$ cat config.mk
export PLATFORM = sky130hd
export DESIGN_NAME = dma_qchan_ctrl
export DESIGN_NICKNAME = d
export VERILOG_FILES = /design/src/rtl/dma_qchan_pkg.sv /design/src/rtl/dma_qchan_regs.sv /design/src/rtl/dma_qchan_issue.sv /design/src/rtl/dma_qchan_ctrl.sv
export SDC_FILE = /design/constraint.sdc
export NUM_CORES = 1
export LEC_CHECK = 0
export BUFFER_PORTS_ARGS = -buffer_cell sky130_fd_sc_hd__buf_2
export CELL_PAD_IN_SITES_DETAIL_PLACEMENT = 0
export CELL_PAD_IN_SITES_GLOBAL_PLACEMENT = 1
export CORE_UTILIZATION = 30
export CTS_CLUSTER_DIAMETER = 200
export DETAILED_ROUTE_END_ITERATION = 7
export PLACE_DENSITY_LB_ADDON = 0.3
export SLEW_MARGIN = 20
export SYNTH_ARGS = -nofsm -noshare
export SYNTH_HDL_FRONTEND = slang
export SYNTH_SLANG_ARGS = --single-unit
$ cat constraint.sdc
create_clock -name clk -period 3.15 [get_ports clk]
set_input_delay 0 -clock clk [delete_from_list [all_inputs] [get_ports clk]]
set_output_delay 0 -clock clk [all_outputs]
set_load 0.05 [all_outputs]
$ cat src/rtl/dma_qchan_pkg.sv
package dma_qchan_pkg;

    localparam int ADDR_W = 8;
    localparam int DATA_W = 32;

    // register offsets inside the channel window
    localparam logic [ADDR_W-1:0] OFF_SQ_BASE_LO = 8'h00;
    localparam logic [ADDR_W-1:0] OFF_SQ_BASE_HI = 8'h04;
    localparam logic [ADDR_W-1:0] OFF_SQ_DEPTH   = 8'h08;
    localparam logic [ADDR_W-1:0] OFF_SQ_TAIL    = 8'h0C;
    localparam logic [ADDR_W-1:0] OFF_CQ_BASE_LO = 8'h10;
    localparam logic [ADDR_W-1:0] OFF_CQ_BASE_HI = 8'h14;
    localparam logic [ADDR_W-1:0] OFF_CQ_DEPTH   = 8'h18;
    localparam logic [ADDR_W-1:0] OFF_CQ_HEAD    = 8'h1C;
    localparam logic [ADDR_W-1:0] OFF_CTRL_RUN   = 8'h20;
    localparam logic [ADDR_W-1:0] OFF_CTRL_RST   = 8'h24;
    localparam logic [ADDR_W-1:0] OFF_STATE      = 8'h30;

    localparam int BIT_ENABLE = 0;
    localparam int BIT_PAUSE  = 4;
    localparam int BIT_RESET  = 0;

    typedef enum logic [3:0] {
        CH_IDLE    = 4'd0,
        CH_RUN     = 4'd1,
        CH_PAUSED  = 4'd2,
        CH_RESET   = 4'd3
    } chan_state_e;

    typedef struct packed {
        logic enable;
        logic pause;
        logic flush;
    } chan_ctrl_t;

endpackage

$ cat src/rtl/dma_qchan_regs.sv
module dma_qchan_regs
    import dma_qchan_pkg::*;
#(
    parameter int IDX_W = 10
) (
    input  logic                clk,
    input  logic                rst,
    input  logic                wr_en,
    input  logic [ADDR_W-1:0]   wr_addr,
    input  logic [DATA_W-1:0]   wr_data,
    input  logic [ADDR_W-1:0]   rd_addr,
    output logic [DATA_W-1:0]   rd_data,
    input  chan_state_e         state,
    output chan_ctrl_t          ctrl,
    output logic [IDX_W-1:0]    sq_last,
    output logic [IDX_W-1:0]    sq_tail
);

    localparam logic [IDX_W-1:0] LAST_RST = {IDX_W{1'b1}};

    logic [DATA_W-1:0] sq_base_lo, sq_base_hi, cq_base_lo, cq_base_hi;
    logic [IDX_W-1:0]  sq_last_q, cq_last_q, sq_tail_q, cq_head_q;
    logic              en_q, pause_q, flush_q;

    logic rst_write;
    assign rst_write = wr_en && (wr_addr == OFF_CTRL_RST) && wr_data[BIT_RESET];

    always_ff @(posedge clk) begin
        if (rst) begin
            sq_base_lo <= '0;
            sq_base_hi <= '0;
            cq_base_lo <= '0;
            cq_base_hi <= '0;
            sq_last_q  <= LAST_RST;
            cq_last_q  <= LAST_RST;
            sq_tail_q  <= '0;
            cq_head_q  <= '0;
            en_q       <= 1'b0;
            pause_q    <= 1'b0;
            flush_q    <= 1'b0;
        end else begin
            flush_q <= rst_write;
            if (wr_en) begin
                case (wr_addr)
                    OFF_SQ_BASE_LO: sq_base_lo <= wr_data;
                    OFF_SQ_BASE_HI: sq_base_hi <= wr_data;
                    OFF_CQ_BASE_LO: cq_base_lo <= wr_data;
                    OFF_CQ_BASE_HI: cq_base_hi <= wr_data;
                    OFF_SQ_DEPTH:   sq_last_q  <= wr_data[IDX_W-1:0];
                    OFF_CQ_DEPTH:   cq_last_q  <= wr_data[IDX_W-1:0];
                    OFF_SQ_TAIL:    sq_tail_q  <= wr_data[IDX_W-1:0];
                    OFF_CQ_HEAD:    cq_head_q  <= wr_data[IDX_W-1:0];
                    OFF_CTRL_RUN: begin
                        en_q    <= wr_data[BIT_ENABLE];
                        pause_q <= wr_data[BIT_PAUSE];
                    end
                    default: ;
                endcase
            end
            // the reset cycle wins over any pointer write landing in it
            if (flush_q) begin
                sq_tail_q <= '0;
                cq_head_q <= '0;
            end
        end
    end

    always_comb begin
        rd_data = '0;
        case (rd_addr)
            OFF_SQ_BASE_LO: rd_data = sq_base_lo;
            OFF_SQ_BASE_HI: rd_data = sq_base_hi;
            OFF_CQ_BASE_LO: rd_data = cq_base_lo;
            OFF_CQ_BASE_HI: rd_data = cq_base_hi;
            OFF_SQ_DEPTH:   rd_data = DATA_W'(sq_last_q);
            OFF_CQ_DEPTH:   rd_data = DATA_W'(cq_last_q);
            OFF_SQ_TAIL:    rd_data = DATA_W'(sq_tail_q);
            OFF_CQ_HEAD:    rd_data = DATA_W'(cq_head_q);
            OFF_CTRL_RUN:   rd_data = {27'd0, pause_q, 3'd0, en_q};
            OFF_CTRL_RST:   rd_data = {31'd0, flush_q};
            OFF_STATE:      rd_data = {28'd0, state};
            default:        rd_data = '0;
        endcase
    end

    assign ctrl.enable = en_q;
    assign ctrl.pause  = pause_q;
    assign ctrl.flush  = flush_q;
    assign sq_last     = sq_last_q;
    assign sq_tail     = sq_tail_q;

    // the reset bit lasts one cycle unless written again
    a_r8_reset_self_clears: assert property (@(posedge clk) disable iff (rst)
        flush_q && !rst_write |=> !flush_q);

    // pointers read zero after the reset cycle
    a_r8_pointers_cleared: assert property (@(posedge clk) disable iff (rst)
        flush_q |=> (sq_tail_q == '0) && (cq_head_q == '0));

endmodule

$ cat src/rtl/dma_qchan_issue.sv
module dma_qchan_issue
    import dma_qchan_pkg::*;
#(
    parameter int IDX_W = 10
) (
    input  logic              clk,
    input  logic              rst,
    input  chan_ctrl_t        ctrl,
    input  logic [IDX_W-1:0]  sq_last,
    input  logic [IDX_W-1:0]  sq_tail,
    input  logic              iss_ready,
    output logic              iss_valid,
    output logic [IDX_W-1:0]  iss_idx,
    output chan_state_e       state
);

    logic             valid_q;
    logic [IDX_W-1:0] head_q, idx_q, head_nx;
    logic             accept, hold, may_issue, pending;

    function automatic logic [IDX_W-1:0] ring_step(input logic [IDX_W-1:0] cur,
                                                   input logic [IDX_W-1:0] last);
        return (cur == last) ? '0 : cur + 1'b1;
    endfunction

    assign accept    = valid_q && iss_ready;
    assign hold      = valid_q && !iss_ready;
    assign may_issue = ctrl.enable && !ctrl.pause;
    assign head_nx   = accept ? ring_step(head_q, sq_last) : head_q;
    assign pending   = (head_q != sq_tail);

    always_ff @(posedge clk) begin
        if (rst || ctrl.flush) begin
            valid_q <= 1'b0;
            head_q  <= '0;
            idx_q   <= '0;
        end else if (!hold) begin
            head_q  <= head_nx;
            idx_q   <= head_nx;
            valid_q <= may_issue && (head_nx != sq_tail);
        end
    end

    always_comb begin
        if (ctrl.flush)
            state = CH_RESET;
        else if (may_issue && pending)
            state = CH_RUN;
        else if (ctrl.pause)
            state = CH_PAUSED;
        else
            state = CH_IDLE;
    end

    assign iss_valid = valid_q;
    assign iss_idx   = idx_q;

    // a presented index is held until taken
    a_r4_hold_until_taken: assert property (@(posedge clk) disable iff (rst)
        valid_q && !iss_ready && !ctrl.flush |=> valid_q && $stable(idx_q));

    // nothing new is raised while stopped
    a_r6_no_new_issue: assert property (@(posedge clk) disable iff (rst)
        !valid_q && (!ctrl.enable || ctrl.pause) |=> !valid_q);

    // a fresh index appears only with the channel allowed to run
    a_r3_start_needs_enable: assert property (@(posedge clk) disable iff (rst)
        $rose(valid_q) |-> $past(ctrl.enable && !ctrl.pause));

    // accepting the last slot wraps the head to zero
    a_r5_head_wraps: assert property (@(posedge clk) disable iff (rst)
        accept && !ctrl.flush && (head_q == sq_last) |=> head_q == '0);

    // the reset cycle drops the presented index and rewinds the head
    a_r8_issue_dropped: assert property (@(posedge clk) disable iff (rst)
        ctrl.flush |=> !valid_q && (head_q == '0));

endmodule

$ cat src/rtl/dma_qchan_ctrl.sv
module dma_qchan_ctrl
    import dma_qchan_pkg::*;
#(
    parameter int IDX_W = 10
) (
    input  logic              clk,
    input  logic              rst,
    input  logic              wr_en,
    input  logic [7:0]        wr_addr,
    input  logic [31:0]       wr_data,
    input  logic [7:0]        rd_addr,
    output logic [31:0]       rd_data,
    output logic              iss_valid,
    output logic [IDX_W-1:0]  iss_idx,
    input  logic              iss_ready
);

    chan_ctrl_t       ctrl;
    chan_state_e      state;
    logic [IDX_W-1:0] sq_last, sq_tail;

    dma_qchan_regs #(.IDX_W(IDX_W)) u_regs (
        .clk     (clk),
        .rst     (rst),
        .wr_en   (wr_en),
        .wr_addr (wr_addr),
        .wr_data (wr_data),
        .rd_addr (rd_addr),
        .rd_data (rd_data),
        .state   (state),
        .ctrl    (ctrl),
        .sq_last (sq_last),
        .sq_tail (sq_tail)
    );

    dma_qchan_issue #(.IDX_W(IDX_W)) u_issue (
        .clk       (clk),
        .rst       (rst),
        .ctrl      (ctrl),
        .sq_last   (sq_last),
        .sq_tail   (sq_tail),
        .iss_ready (iss_ready),
        .iss_valid (iss_valid),
        .iss_idx   (iss_idx),
        .state     (state)
    );

endmodule

### After elaboration in Yosys (flattened, before gate mapping)

Index checks and enable logic that the tools add are counted.

| storage, ports and cells | value |
|---|---|
| register bits after elaboration | 182 |
| input bits | 52 |
| output and inout bits | 43 |

| operators by class | value |
|---|---|
| add/sub/neg operators | 1 |
| equal/unequal tests | 22 |
| muxes and demuxes | 6 |
| reduce and logical (&&, ||, !) cells | 22 |

Operator list:

| cell | number |
|---|---|
| 32-bit case mux with 11 select lines | 1 |
| 8-bit by 5-bit equality test with 1-bit output, second input constant | 8 |
| 8-bit by 6-bit equality test with 1-bit output, second input constant | 5 |
| 8-bit by 4-bit equality test with 1-bit output, second input constant | 4 |
| 10-bit 2-to-1 mux | 2 |
| 10-bit inequality test | 2 |
| 2-bit AND reduction | 9 |
| 8-bit by 3-bit equality test with 1-bit output, second input constant | 2 |
| 8-bit zero test | 2 |
| 10-bit by 1-bit adder with 10-bit output, second input constant | 1 |
| 10-bit equality test | 1 |
| 4-bit 2-to-1 mux | 2 |
| 1-bit logical AND | 7 |
| 1-bit zero test | 2 |
| 2-bit 2-to-1 mux | 1 |
| 2-bit OR reduction | 1 |
| 1-bit logical OR | 1 |

### Logic depth before layout (Yosys ltp)

| depth | value |
|---|---|
| depth in word-level cells | 6 |
| gate-level depth with buffers | 8 |
| mapped depth without buffers | 7 |

### Modules after synthesis

A second synthesis with hierarchy kept.

| unflattened totals | value |
|---|---|
| cells, all modules | 1098 |
| area total of the unflattened synthesis | 8837.2 um^2 |

By module, submodules not included:

| module | instances | cells an instance | area an instance (um^2) |
|---|---|---|---|
| dma_qchan_regs | 1 | 944 | 7609.8 |
| dma_qchan_issue | 1 | 154 | 1227.4 |

### Least setup slack after synthesis

No wires, ideal clock.

| path | value |
|---|---|
| kind | register to register |
| start | register u_issue.head_q[1] |
| end | register u_issue.valid_q (netlist: u_issue.iss_valid) |
| data arrival time | 2.376 ns |
| path slack | 0.640 ns |
| stages on the path, launching flop included | 8 |
| buffers on the path | 0 |
| period minus slack after synthesis | 2.510 ns |
| path through | dfxtp_1 ha_1 nand4_1 or4_4 and2_4 a2111oi_4 o2111a_1 a41oi_1 |

| on the way | value |
|---|---|
| longest elaborated chain between the ends | 5 |
| elaborated cells between the ends (all ways) | 6 |
| classes of those cells | add/sub (1); eq/ne (2); mux (2); reduce/logical (1) |

Ends and longest elaborated chain:

| element | line | source |
|---|---|---|
| start: declaration | dma_qchan_issue.sv:18 | `logic [IDX_W-1:0] head_q, idx_q, head_nx;` |
| start signal: assignment | dma_qchan_issue.sv:38 | `head_q <= head_nx;` |
| 10-bit by 1-bit adder with 10-bit output / 10-bit equality test (equally long branches) | dma_qchan_issue.sv:23 | `return (cur == last) ? '0 : cur + 1'b1;` |
| 10-bit 2-to-1 mux | dma_qchan_issue.sv:23 |  |
| 10-bit 2-to-1 mux * | dma_qchan_issue.sv:29 | `assign head_nx = accept ? ring_step(head_q, sq_last) : head_q;` |
| 10-bit inequality test * | dma_qchan_issue.sv:40 | `valid_q <= may_issue && (head_nx != sq_tail);` |
| 1-bit logical AND * | dma_qchan_issue.sv:40 |  |
| end signal: assignment | dma_qchan_issue.sv:40 |  |
| end: declaration | dma_qchan_issue.sv:17 | `logic valid_q;` |

Mark *: on every way between the ends. The rest lies on a longest branch, timed or not.
A chain may end at the register's enable or synchronous reset.

### Worst setup path in the final report

| path | value |
|---|---|
| start | register u_issue.head_q[3] |
| end | output rd_data[0] |

| on the way | value |
|---|---|
| longest elaborated chain between the ends | 5 |

Ends and longest elaborated chain:

| element | line | source |
|---|---|---|
| 10-bit inequality test | dma_qchan_issue.sv:30 | `assign pending = (head_q != sq_tail);` |
| 1-bit logical AND | dma_qchan_issue.sv:47 | `else if (may_issue && pending)` |
| 4-bit 2-to-1 mux | dma_qchan_issue.sv:47 |  |
| 4-bit 2-to-1 mux | dma_qchan_issue.sv:45 | `if (ctrl.flush)` |
| 32-bit case mux with 11 select lines | dma_qchan_regs.sv:70 | `case (rd_addr)` |
| end: declaration | dma_qchan_ctrl.sv:12 | `output logic [31:0] rd_data,` |

Every way passes these cells.

==> flow_summary.ini <==
[grt]
grt_pass1_wl_mm = 41.81
gr-total-overflow = 0
antenna_found_initial = 0
track_usage_pct = 19.02
grt_pass1_vias = 7308
grt_max_degree = 63

[clock_network]
cts_num_sinks = 182
cts_tree = yes
clkTransAtPathRegs_ns = 0.08
cts.path.max_buffers = 2
clk-insertion-delay-late_ns = 0.43
root_buffer = clkbuf_16
post_cts_buffers = 0
cts_buffers = 17
htree_num_levels = 4
ctsResizeCount = 0

[drt]
route.met3.wl_mm = 1.384
ant_nets = 0
viasPerCell = 5.153
routed_wl_mm = 26.54
drc_errors = 0
wire_per_inst_um = 17.72
dr.pass1.iters = 5
drtIter0Drc = 601
wl_met1_mm = 12.45
met2WireLength_mm = 12.45
vias = 7719
highest_layer = met4

[floorplan]
coreArea_um2 = 26880
start_util_pct = 30.47
die_area_um2 = 27960
die_w_um = 167.2
num_rows = 60
io_pins = 95
die_h_um = 167.2

[setup_path]
crit_type = reg2out
r2r_slack_ns = 0.75
end_kind = output port
startpoint_type = flip-flop
ff2ff_path_depth = 6
crit_arrival_ns = 2.61
startpoint = u_issue.head_q[3]
crit_fanout = 9
worstReg2RegStart = u_issue.iss_valid
cp_data_required_time_ns = 3.15
critPathCapture = rd_data[0]
worst_r2r_endpoint = u_issue.iss_valid

[layout]
layout-drive-gt1-share_pct = 14.17
final_cell_mix = nand2_1 (350), dfxtp_1 (182), a21oi_1 (134), buf_2 (93), nor2_1 (48)
num_antenna_cells = 0
final_common_cell = nand2_1
fillers = 2837
area_growth_pct = 20.77
nets = 1197
fin_area_um2 = 9888

[place]
globalplace.congestion = 0.9075
portBuffers = 94
placed_area_um2 = 8900
hpwl_mm = 16.51

[sta]
timing.fmax_mhz = 382.6
fin_crit_sh_pct = 82.98
rsz0062_at_grt = no
relSlewSlack_pct = 41.06
setup_violations = 0
whs_ns = 0.01659
clock-skew-final_ns = 0.009365
tns_ns = 0
report.final.hold_viol_count = 0
layout_min_cycle_time_ns = 2.614
slew_viol_final = 0
tightest_slew_ns = 0.8808

[yosys]
muxShareOfSynthArea_pct = 4.233
yosys_warnings = 0
synthAdderAreaFrac_pct = 0.1528
synthFlopType = dfxtp_1
netlist_area_um2 = 8188
avgSynthCellArea_um2 = 7.717
yosys.area_share.xor_xnor_pct = 2.888
yosysSeqAreaShare_pct = 44.50
synth_compound_area_share_pct = 17.86
synth_seq_cells = 182
synth_edf_count = 0
synth.distinct_cells = 56
async_reset_ff_share_pct = 0
synth_top_family_by_area = simple AND/OR/NAND/NOR gates
synth_cells = 1061
syn-num-nets = 1114
synthSimpleGateAreaFrac_pct = 25.89

[power]
vdd_drop_max_v = 0.0003209
finalPower_mw = 4.684
powerDensity_nw_per_um2 = 473.7
p_leak_nw = 3.708

[hold_path]
whs_path_depth = 2
hold_class = in2reg

[run_status]
status = finished clean

[flow_run]
maxCapViolations = 0
## registers in the layout (all words and copies together), names as in the netlist
name               cells
u_regs.sq_base_lo     32
u_regs.cq_base_lo     32
u_regs.en_q            1
u_regs.cq_last_q      10
u_regs.cq_base_hi     32
u_regs.cq_head_q      10
u_issue.head_q        10
u_regs.pause_q         1
u_regs.sq_last        10
u_issue.iss_valid      1
u_regs.sq_base_hi     32
u_regs.flush_q         1
u_regs.sq_tail        10
## worst max-delay path, cell delays in order, from the launching register on
cell,delay [ns]
dfxtp_1,0.56
xor2_1,0.11
or4_1,0.51
nor4_1,0.53
o21ai_0,0.21
buf_2,0.27
## worst min path at each step
stage | start | end | slack [ns]
after global placement | wr_data[10] | u_regs.sq_base_hi[10] | 0.28
after floorplan | wr_data[31] | u_regs.sq_base_hi[31] | 0.14
after CTS | rst | u_regs.en_q | 0.003
after detailed placement | wr_data[19] | u_regs.cq_base_hi[19] | 0.28
final | rst | u_regs.en_q | 0.02
after global routing | rst | u_regs.en_q | 0.02
## Yosys cell counts, types with 4 or more instances
cell type  number  area (µm²)
xor2_1          9       78.83
xnor2_1        18       157.7
or2_2           5       31.28
a222oi_1       28       280.3
buf_2           9       45.04
clkbuf_1       74       277.8
nand4_1         4       25.02
and3_1         10       62.56
inv_1           6       22.52
a211o_1        11       96.34
o21ai_0        14       70.07
a22oi_1         6       45.04
or4_1           4       30.03
nand2_1       350        1314
nor2_1         51       191.4
nor3_1         11       55.05
dfxtp_1       182        3643
mux2_2          5       56.30
mux2i_1        29       290.3
nand3_1        15       75.07
nor4_1          7       43.79
nand3b_1       11       82.58
nor2b_1        12       75.07
a221oi_1        6       52.55
a21oi_1       134       670.6
a22o_1          4       35.03
## cell type report
class	instances	area, µm²	area share (%)
Multi-Input combinational cell	785	4195	42.43
Clock buffer	17	425.4	4.302
Tap cell	341	426.7	4.315
Clock inverter	15	172.7	1.746
Inverter	7	26.28	0.2657
Timing Repair Buffer	151	998.5	10.10
Sequential cell	182	3643	36.85
## cells by family after synthesis
family | Yosys count
compound gates | 227
flops | 182
xor+xnor | 27
simple gates | 496
mux | 34
fa+ha+maj | 1
buf+inv | 94
## per-stage QoR
stage	setup slack (ns)	instances	utilization, %
floorplan	0.6398	1061	-
global placement	0.8099	1427	33.11
detailed placement	0.7742	1427	33.11
CTS	0.5353	1498	36.79
global route	0.4447	1498	36.79
finish	0.5361	1498	36.79
## where the power goes
group          switching, mW  internal [mW]
Sequential           0.00197           2.30
Combinational          0.138         0.0809
Clock                   1.08           1.08
## timing repair
action / in CTS / in global routing
hold endpoints to repair: 171 / 0
hold buffers: 39 / 0
endpoints found under the setup margin: 0 / 0
## per-layer routing
layer / global-route usage (%) / vias to the layer above
li1: - / 3787
met1: 25.73 / 3688
met2: 31.85 / 225
met3: 2.836 / 19
met4: 4.348 / 0
met5: 0 / -
Note: power is estimated with default switching activity, not from simulation.
